==> src/rtl/ledCtlPkg.sv <==
package ledCtlPkg;

  localparam int LED_COUNT = 4;

  // Source that drives LED 1, chosen by priority in the control module
  typedef enum logic [1:0] {
    SRC_OFF     = 2'd0,
    SRC_STEADY  = 2'd1,
    SRC_BLINK   = 2'd2,
    SRC_CARRIER = 2'd3
  } led1Src_e;

  // Strobes from control to datapath
  typedef struct packed {
    logic [LED_COUNT-1:1] steadyOn;
    led1Src_e             led1Src;
    logic                 pinLevel;
  } ledStrobes_t;

endpackage

==> src/rtl/ledCtlControl.sv <==
module ledCtlControl
  import ledCtlPkg::*;
(
  input  logic                 clk,
  input  logic                 rstN,
  input  logic                 cfgWr,
  input  logic [LED_COUNT-1:0] cfgLedOn,
  input  logic                 cfgFlash,
  input  logic                 cfgCdEnable,
  input  logic                 cfgIfSel,
  output ledStrobes_t          strobes
);

  logic [LED_COUNT-1:0] onReg;
  logic                 flashReg;
  logic                 cdEnReg;
  logic                 ifSelReg;

  // Configuration storage, loaded only on the write strobe
  always_ff @(posedge clk or negedge rstN) begin
    if (!rstN) begin
      onReg    <= '0;
      flashReg <= 1'b0;
      cdEnReg  <= 1'b0;
      ifSelReg <= 1'b0;
    end else if (cfgWr) begin
      onReg    <= cfgLedOn;
      flashReg <= cfgFlash;
      cdEnReg  <= cfgCdEnable;
      ifSelReg <= cfgIfSel;
    end
  end

  // LED 1 source: steady over blink over carrier mirror
  always_comb begin
    strobes.steadyOn = onReg[LED_COUNT-1:1];
    strobes.pinLevel = ~ifSelReg;
    if (onReg[0])       strobes.led1Src = SRC_STEADY;
    else if (flashReg)  strobes.led1Src = SRC_BLINK;
    else if (cdEnReg)   strobes.led1Src = SRC_CARRIER;
    else                strobes.led1Src = SRC_OFF;
  end

endmodule

==> src/rtl/ledCtlDatapath.sv <==
module ledCtlDatapath
  import ledCtlPkg::*;
#(
  parameter int HALF_PERIOD = 12_500_000,
  parameter int SYNC_STAGES = 2
) (
  input  logic                 clk,
  input  logic                 rstN,
  input  ledStrobes_t          strobes,
  input  logic                 carrierIn,
  output logic [LED_COUNT-1:0] ledOut,
  output logic                 ifSelPin
);

  localparam int CNT_W = (HALF_PERIOD > 1) ? $clog2(HALF_PERIOD) : 1;
  localparam logic [CNT_W-1:0] CNT_LAST = CNT_W'(HALF_PERIOD - 1);

  // Carrier synchronizer chain
  logic [SYNC_STAGES-1:0] syncChain;

  generate
    for (genvar s = 0; s < SYNC_STAGES; s++) begin : g_sync
      if (s == 0) begin : g_first
        always_ff @(posedge clk or negedge rstN) begin
          if (!rstN) syncChain[0] <= 1'b0;
          else       syncChain[0] <= carrierIn;
        end
      end else begin : g_next
        always_ff @(posedge clk or negedge rstN) begin
          if (!rstN) syncChain[s] <= 1'b0;
          else       syncChain[s] <= syncChain[s-1];
        end
      end
    end
  endgenerate

  logic carrierSync;
  assign carrierSync = syncChain[SYNC_STAGES-1];

  // Free-running blink prescaler
  logic [CNT_W-1:0] preCnt;
  logic             blinkPhase;

  always_ff @(posedge clk or negedge rstN) begin
    if (!rstN) begin
      preCnt     <= '0;
      blinkPhase <= 1'b0;
    end else if (preCnt == CNT_LAST) begin
      preCnt     <= '0;
      blinkPhase <= ~blinkPhase;
    end else begin
      preCnt     <= preCnt + 1'b1;
    end
  end

  // Output selection
  logic led1Level;

  always_comb begin
    unique case (strobes.led1Src)
      SRC_STEADY:  led1Level = 1'b1;
      SRC_BLINK:   led1Level = blinkPhase;
      SRC_CARRIER: led1Level = carrierSync;
      default:     led1Level = 1'b0;
    endcase
  end

  assign ledOut   = {strobes.steadyOn, led1Level};
  assign ifSelPin = strobes.pinLevel;

endmodule

==> src/rtl/ledStatusCtl.sv <==
module ledStatusCtl
  import ledCtlPkg::*;
#(
  parameter int HALF_PERIOD = 12_500_000
) (
  input  logic                 clk,
  input  logic                 rstN,
  input  logic                 cfgWr,
  input  logic [LED_COUNT-1:0] cfgLedOn,
  input  logic                 cfgFlash,
  input  logic                 cfgCdEnable,
  input  logic                 cfgIfSel,
  input  logic                 carrierIn,
  output logic [LED_COUNT-1:0] ledOut,
  output logic                 ifSelPin
);

  ledStrobes_t strobes;

  ledCtlControl u_ctrl (
    .clk         (clk),
    .rstN        (rstN),
    .cfgWr       (cfgWr),
    .cfgLedOn    (cfgLedOn),
    .cfgFlash    (cfgFlash),
    .cfgCdEnable (cfgCdEnable),
    .cfgIfSel    (cfgIfSel),
    .strobes     (strobes)
  );

  ledCtlDatapath #(
    .HALF_PERIOD (HALF_PERIOD),
    .SYNC_STAGES (2)
  ) u_dp (
    .clk       (clk),
    .rstN      (rstN),
    .strobes   (strobes),
    .carrierIn (carrierIn),
    .ledOut    (ledOut),
    .ifSelPin  (ifSelPin)
  );

endmodule

==> config.mk <==
export PLATFORM = sky130hd
export DESIGN_NAME = ledStatusCtl
export DESIGN_NICKNAME = d
export VERILOG_FILES = /design/src/rtl/ledCtlPkg.sv /design/src/rtl/ledCtlControl.sv /design/src/rtl/ledCtlDatapath.sv /design/src/rtl/ledStatusCtl.sv
export SDC_FILE = /design/constraint.sdc
export NUM_CORES = 1
export LEC_CHECK = 0
export ABC_AREA = 1
export BUFFER_PORTS_ARGS = -buffer_cell sky130_fd_sc_hd__buf_4
export CAP_MARGIN = 20
export CORE_UTILIZATION = 40
export CTS_CLUSTER_DIAMETER = 150
export DETAILED_ROUTE_END_ITERATION = 6
export PLACE_DENSITY = 0.58
export SYNTH_ARGS = -nofsm -noshare
export SYNTH_HDL_FRONTEND = slang
export SYNTH_SLANG_ARGS = --single-unit
==> constraint.sdc <==
create_clock -name clk -period 2.7 [get_ports clk]
set_input_delay 0.54 -clock clk [delete_from_list [all_inputs] [get_ports clk]]
set_output_delay 0.54 -clock clk [all_outputs]
set_load 0.02 [all_outputs]
==> metrics.yaml, run 1 <==
critPathMaxFanout: 3
critPathRequiredTime_ns: 2.16
synth.top_cell.area_share: 0.461
count_of_buffer_and_inverter_cells_on_the_critical_path: 2
setup_ws_ns: 1.12
fmax_ghz: 0.633
floorplan.initialDensity: 0.421
hold_viol_final: 0
final.min_clock_period_ns: 1.58
timing.critical_path.cells: "inv_1, nand3_1, o211ai_1, buf_4"
clk-insertion-delay-late_ns: 0.28
clock_sink_count: 34
area_growth_pct: 13.6
worst_slack_placed_ns: 1.19
regArea_sq_um: 851
slew_headroom: 0.728
data_arrival_time_at_the_worst_slack_endpoint_ns: 1.04
grt_antenna_before_repair: 0
synth_top_cells_by_area: "dfrtp_1, nand2_1, nor2_1"
post_synth_num_cell_types: 22
drt_iter0_drc: 86
worst_slew_pin_slew_ns: 0.408
r2r_setup_slack_ns: 1.20
drive_gt1_frac: 0.161
yosysTopAreaCell: "dfrtp_1"
criticalPathCategory: "flip-flop to output port"
clock-skew-final_ns: 0.00131
synth.net_count: 251
io_buffer_count: 15
detail_route.drc_violations: 0
whs_ns: 0.188
run_status: "complete, no violations"
regToRegEndpoint: "u_dp.preCnt[10]"
vias_in_the_first_global_route: 1351
cts_resized: 0
n_fill_cell: 438
post_drt_via_cell_ratio: 4.70
drv_slew: 0
maximum_number_of_pins_on_one_net_before_global_route_repair: 35
postRouteWirelength_mm: 3.54
syn_area_sq_um: 1850
clock_transition_at_the_register_clock_pins_on_the_worst_setup_and_hold_paths_after_cts_ns: 0.06
globalplace.congestion: 0.791
top_level_ports: 16
floorplan.die.height_um: 69.9
global_route_wire_length_before_repair_mm: 6.27
multiInputGateArea_sq_um: 840
static-leakage-power_nw: 1.03
cts_hold_bufs: 0
max_stage_delay_ns: 0.36
setup_repair_after_global_routing_missed_its_margin: "false"
max_cap_violations: 0
synth_sequential_area_ratio: 0.461
postRouteAntennaNets: 0
groute.usage.overall: 0.167
synth.yosys.warnings: 0
synth.ff_latch_count: 34
crit_path_start_kind: "flip-flop"
dr_wl_met2_mm: 1.57
hpwlAfterDp_mm: 2.78
first_pass_iters: 4
floorplan.core_area_sq_um: 4380
setup-violations-final: 0
route.vias.total: 1442
accumulated_negative_setup_slack_ns: 0
netlist_instances: 239
critical_register_to_register_path_startpoint: "u_dp.preCnt[0]"
timing.reg2reg.worst_path_depth: 6
wl_met3_um: 171
power.ir.vdd_worst_mv: 0.325
num_antenna_cells: 0
slowest_stage: "dfrtp_1"
hold_class: "input pin to async pin"
critical_path.endpoint_type: "output port"
fp.dieArea_sq_um: 4890
design.final.nets: 267
post_cts.repair.setup_buffers: 0
cts_root_buffer: "clkbuf_8"
p_per_area_nw_per_um2: 500
cts-root-to-sink-buffers: 2
die_width_um: 69.9
worst_path_dominant_cell_family: "flip-flops"
rows: 24
cts_tree: "built"
detail_route.wirelength.met1_mm: 1.74
dr.max_layer_used: "met4"
cts_buffers: 5
detail_route.wl_per_cell_um: 11.5
synthesis.area_per_instance_sq_um: 7.72
final_global_route_overflow_total: 0
clock_tree.htree_level_count: 2
finalCritPeriodShare: 0.585
-- state kept, by name, indices dropped and copies added (netlist names) --
register          flops
u_dp.syncChain        1
u_ctrl.ifSelReg       1
u_ctrl.cdEnReg        1
u_ctrl.onReg          4
u_dp.carrierSync      1
u_ctrl.flashReg       1
u_dp.preCnt          24
u_dp.blinkPhase       1
-- Yosys cell counts, drive strengths merged --
cell,instances
nand2,62
nor2,55
dfrtp,34
inv,31
nand3,17
xor2,9
buf,5
o21ai,5
a21oi,4
mux2,4
nand4,4
and2,2
nor3,2
clkbuf,1
ha,1
nand3b,1
o211ai,1
xnor2,1
-- per-layer routing --
metal | up-vias | GRT usage
met5 | - | 0
li1 | 765 | -
met4 | 0 | 0.0711
met1 | 639 | 0.233
met3 | 10 | 0.0447
met2 | 28 | 0.243
-- metrics by stage --
stage | instance area (sq um) | utilization | total power [mW] | std cells
after floorplan | 1850 | - | 0.567 | 239
after global placement | 1980 | 0.453 | 0.593 | 300
after detailed placement | 1980 | 0.453 | 0.593 | 300
after CTS | 2100 | 0.478 | 1.07 | 307
after global routing | 2100 | 0.478 | 1.10 | 307
final | 2100 | 0.478 | 1.05 | 307
-- worst max-delay path by stage --
stage,startpoint,endpoint,slack [ns],cells past startpoint
after floorplan,u_dp.preCnt[0],u_dp.preCnt[10],1.39,6
after global placement,u_dp.preCnt[0],u_dp.preCnt[11],1.24,6
after detailed placement,u_dp.preCnt[0],u_dp.preCnt[11],1.19,6
after CTS,u_ctrl.flashReg,ledOut[0],1.11,4
after global routing,u_dp.preCnt[0],u_dp.preCnt[11],1.01,6
final,u_ctrl.flashReg,ledOut[0],1.12,4
-- report_power, final --
group          total (mW)  switching (mW)  internal, mW
Sequential          0.525         0.00373         0.521
Combinational      0.0569          0.0303        0.0266
Clock               0.467           0.172         0.295
Total                1.05           0.206         0.842
-- cell usage in the layout (no fill, tap or decap) --
cell       count
and2_1         2
clkbuf_8       6
nor2_4         5
xnor2_1        1
dfrtp_1       34
ha_1           1
a21oi_1        4
nand2_1       55
nor3_1         2
mux2_2         4
o21ai_0        5
inv_1         31
nor2_2         3
nand3_1       17
nor2_1        47
nand2_2        7
xor2_1         9
o211ai_1       1
nand3b_1       1
bufinv_16      1
buf_4         15
nand4_1        4
-- logic make-up after synthesis --
logic type | synth area share
xor gates and xnor gates | 0.0475
buffers and inverters | 0.0841
adders and majority gates | 0.00678
muxes | 0.0244
AOI/OAI and AO/OA | 0.0285
and+or+nand+nor | 0.348
DFF | 0.461
-- layout make-up --
| cell class | count | area share |
|---|---|---|
| multi-input cells | 168 | 0.400 |
| clock buffers | 6 | 0.0394 |
| inverters | 31 | 0.0555 |
| flip-flops and latches | 34 | 0.406 |
| repair buffers | 15 | 0.0537 |
| clock inverters | 1 | 0.0143 |
| well taps | 52 | 0.0310 |
Power figures use the tool's default switching activity.
==> run 2, diff against run 1 <==
PLACE_DENSITY = 0.6   (was 0.58)
clock period = 1.4 ns   (was 2.7 ns; I/O delays follow)
==> run 2 against run 1 <==
Clock power rose by 58%. Critical path type is now flip-flop to flip-flop. Die area did not move. Sequential share of layout area fell by 2.4 points. Register-to-register slack got worse by 1.2 ns. Sequential power rose by 92%. Critical endpoint is now u_dp.preCnt[16]. Global-route usage rose by 0.90 points.
==> metrics.yaml, run 2 (synthesis gave the netlist of run 1 again) <==
postRouteWirelength_mm: 3.76  # +6.2%
cts_tree: "built"
top_level_ports: 16  # unchanged
drt_iter0_drc: 56  # -35%
floorplan.initialDensity: 0.421  # unchanged
critPathMaxFanout: 4  # +1
fp.dieArea_sq_um: 4890  # unchanged
cts_root_buffer: "clkbuf_8"
finalCritPeriodShare: 0.983
hpwlAfterDp_mm: 2.91  # +4.8%
clock-skew-final_ns: 0.00340  # +0.00209 ns
r2r_setup_slack_ns: 0.02  # -1.18 ns
worst_slew_pin_slew_ns: 0.424  # +0.0165 ns
fmax_ghz: 0.727
data_arrival_time_at_the_worst_slack_endpoint_ns: 1.55  # +0.51 ns
clk-insertion-delay-late_ns: 0.29  # about the same
accumulated_negative_setup_slack_ns: 0  # unchanged
setup-violations-final: 0  # unchanged
power.ir.vdd_worst_mv: 0.422  # +30%
detail_route.wl_per_cell_um: 11.7  # +1.6%
setup_repair_after_global_routing_missed_its_margin: "true"
num_antenna_cells: 0  # unchanged
groute.usage.overall: 0.176  # +0.00900
largest_reg_by_ff_count: "u_dp.preCnt"
global_route_wire_length_before_repair_mm: 6.55  # +4.4%
cts-root-to-sink-buffers: 2  # unchanged
stdcell_count: 321  # +4.6%
clock_sink_count: 34  # unchanged
dpl.cell_count: 307  # +2.3%
clock_tree.htree_level_count: 2  # unchanged
n_fill_cell: 458  # +4.6%
largest_register_ff_count: 24  # unchanged
hold_class: "input pin to flip-flop"
run_status: "complete, no violations"
hold_viol_final: 0  # unchanged
p_per_area_nw_per_um2: 830  # +66%
detail_route.drc_violations: 0  # unchanged
final_global_route_overflow_total: 0  # unchanged
critPathRequiredTime_ns: 1.58  # -0.58 ns
postRouteAntennaNets: 0  # unchanged
area_growth_pct: 21.8
critical_path.endpoint_type: "flip-flop"
fin_area_sq_um: 2250  # +7.2%
drv_slew: 0  # unchanged
post_drt_via_cell_ratio: 4.68  # -0.45%
finalCoreUtilization: 0.513  # +0.0342
detailed_place.area_sq_um: 2040  # +2.6%
route.vias.total: 1501  # +4.1%
static-leakage-power_nw: 1.14  # +11%
cts_buffers: 5  # unchanged
worst_slack_placed_ns: -0.0180  # -1.21 ns
criticalPathCategory: "flip-flop to flip-flop"
rows: 24  # unchanged
max_cap_violations: 0  # unchanged
floorplan.core_area_sq_um: 4380  # unchanged
clock_transition_at_the_register_clock_pins_on_the_worst_setup_and_hold_paths_after_cts_ns: 0.07  # about the same
grt_antenna_before_repair: 0  # unchanged
final.min_clock_period_ns: 1.38
slew_headroom: 0.717  # -0.0110
most_common_library_cell_in_the_layout_ignoring_fill_and_taps: "nand2_1"
drive_gt1_frac: 0.257  # +0.0957
crit_path_start_kind: "flip-flop"
vias_in_the_first_global_route: 1436  # +6.3%
maximum_number_of_pins_on_one_net_before_global_route_repair: 35  # unchanged
io_buffer_count: 15  # unchanged
design.final.nets: 280  # +4.9%
floorplan.die.height_um: 69.9  # unchanged
die_width_um: 69.9  # unchanged
commonest_non_fill_non_tap_cells_in_the_layout: "nand2_1, nor2_1, dfrtp_1"
first_pass_iters: 4  # unchanged
reg.largest.list: "u_dp.preCnt x24, u_ctrl.onReg x4"
globalplace.congestion: 0.855  # +8.0%
setup_ws_ns: 0.0244  # -1.10 ns
==> run 2: cell types whose count changed in the layout (fill, tap and decap cells not counted), sizes merged <==
cell	previous run	this run
buf	15	27
bufinv	1	0
clkbuf	6	7
clkinv	0	1
dlygate4sd3	0	1
==> run 2: timing repair <==
action                                  CTS  global route
hold buffers                              1             0
endpoints found under the setup margin    8            19
setup buffers                             0             5
cloned                                    0             0
resized for setup                         3            21
hold endpoints to repair                 34             0
pin swaps                                 0            10
==> run 2: per-stage QoR <==
stage / power [mW] / hold WS, ns
6_report: 1.87 / 0.0969
5_1_grt: 1.95 / 0.0832
4_1_cts: 1.89 / 0.0954
3_5_place_dp: 1.15 / 0.257
3_3_place_gp: 1.14 / 0.259
2_1_floorplan: 1.09 / -0.0156
==> run 2: area by class of cell <==
cell class              instances  area, sq um  area share
multi-input cells             168          901       0.401
flip-flops and latches         34          857       0.381
repair buffers                 28          216      0.0963
inverters                      31          116      0.0518
clock buffers                   7         86.3      0.0384
well taps                      52         65.1      0.0290
clock inverters                 1         5.00     0.00223
==> run 2: power breakdown <==
group          internal, mW  switching (mW)
Clock                 0.396           0.343
Combinational        0.0532          0.0605
Sequential             1.00         0.00866
Total                  1.45           0.412
==> run 2: worst paths after layout <==
path,from,to,depth (start not counted)
min in group asynchronous,rstN,u_dp.preCnt[3],2
setup / recovery,u_dp.preCnt[0],u_dp.preCnt[16],7
max in group asynchronous,rstN,u_dp.preCnt[17],2
hold / removal,carrierIn,u_dp.syncChain[0],1
hold reg to reg,u_dp.syncChain[0],u_dp.carrierSync,0
setup reg to reg,u_dp.preCnt[0],u_dp.preCnt[16],7
==> run 2: metal layers <==
metal  up-vias  wire, um  track usage
li1        783         -            -
met1       686      1890        0.238
met2        27      1670        0.267
met3         5       155       0.0577
met4         0        47       0.0533
met5         -         0            0
==> run 2: worst max-delay path, stage by stage, from the launching register on <==
cell and delay (ns):
dfrtp_1 0.40, ha_4 0.16, nand2_4 0.07, nor2_4 0.17, nand2_4 0.09, nor2_4 0.15, nand2_1 0.08, xor2_1 0.14
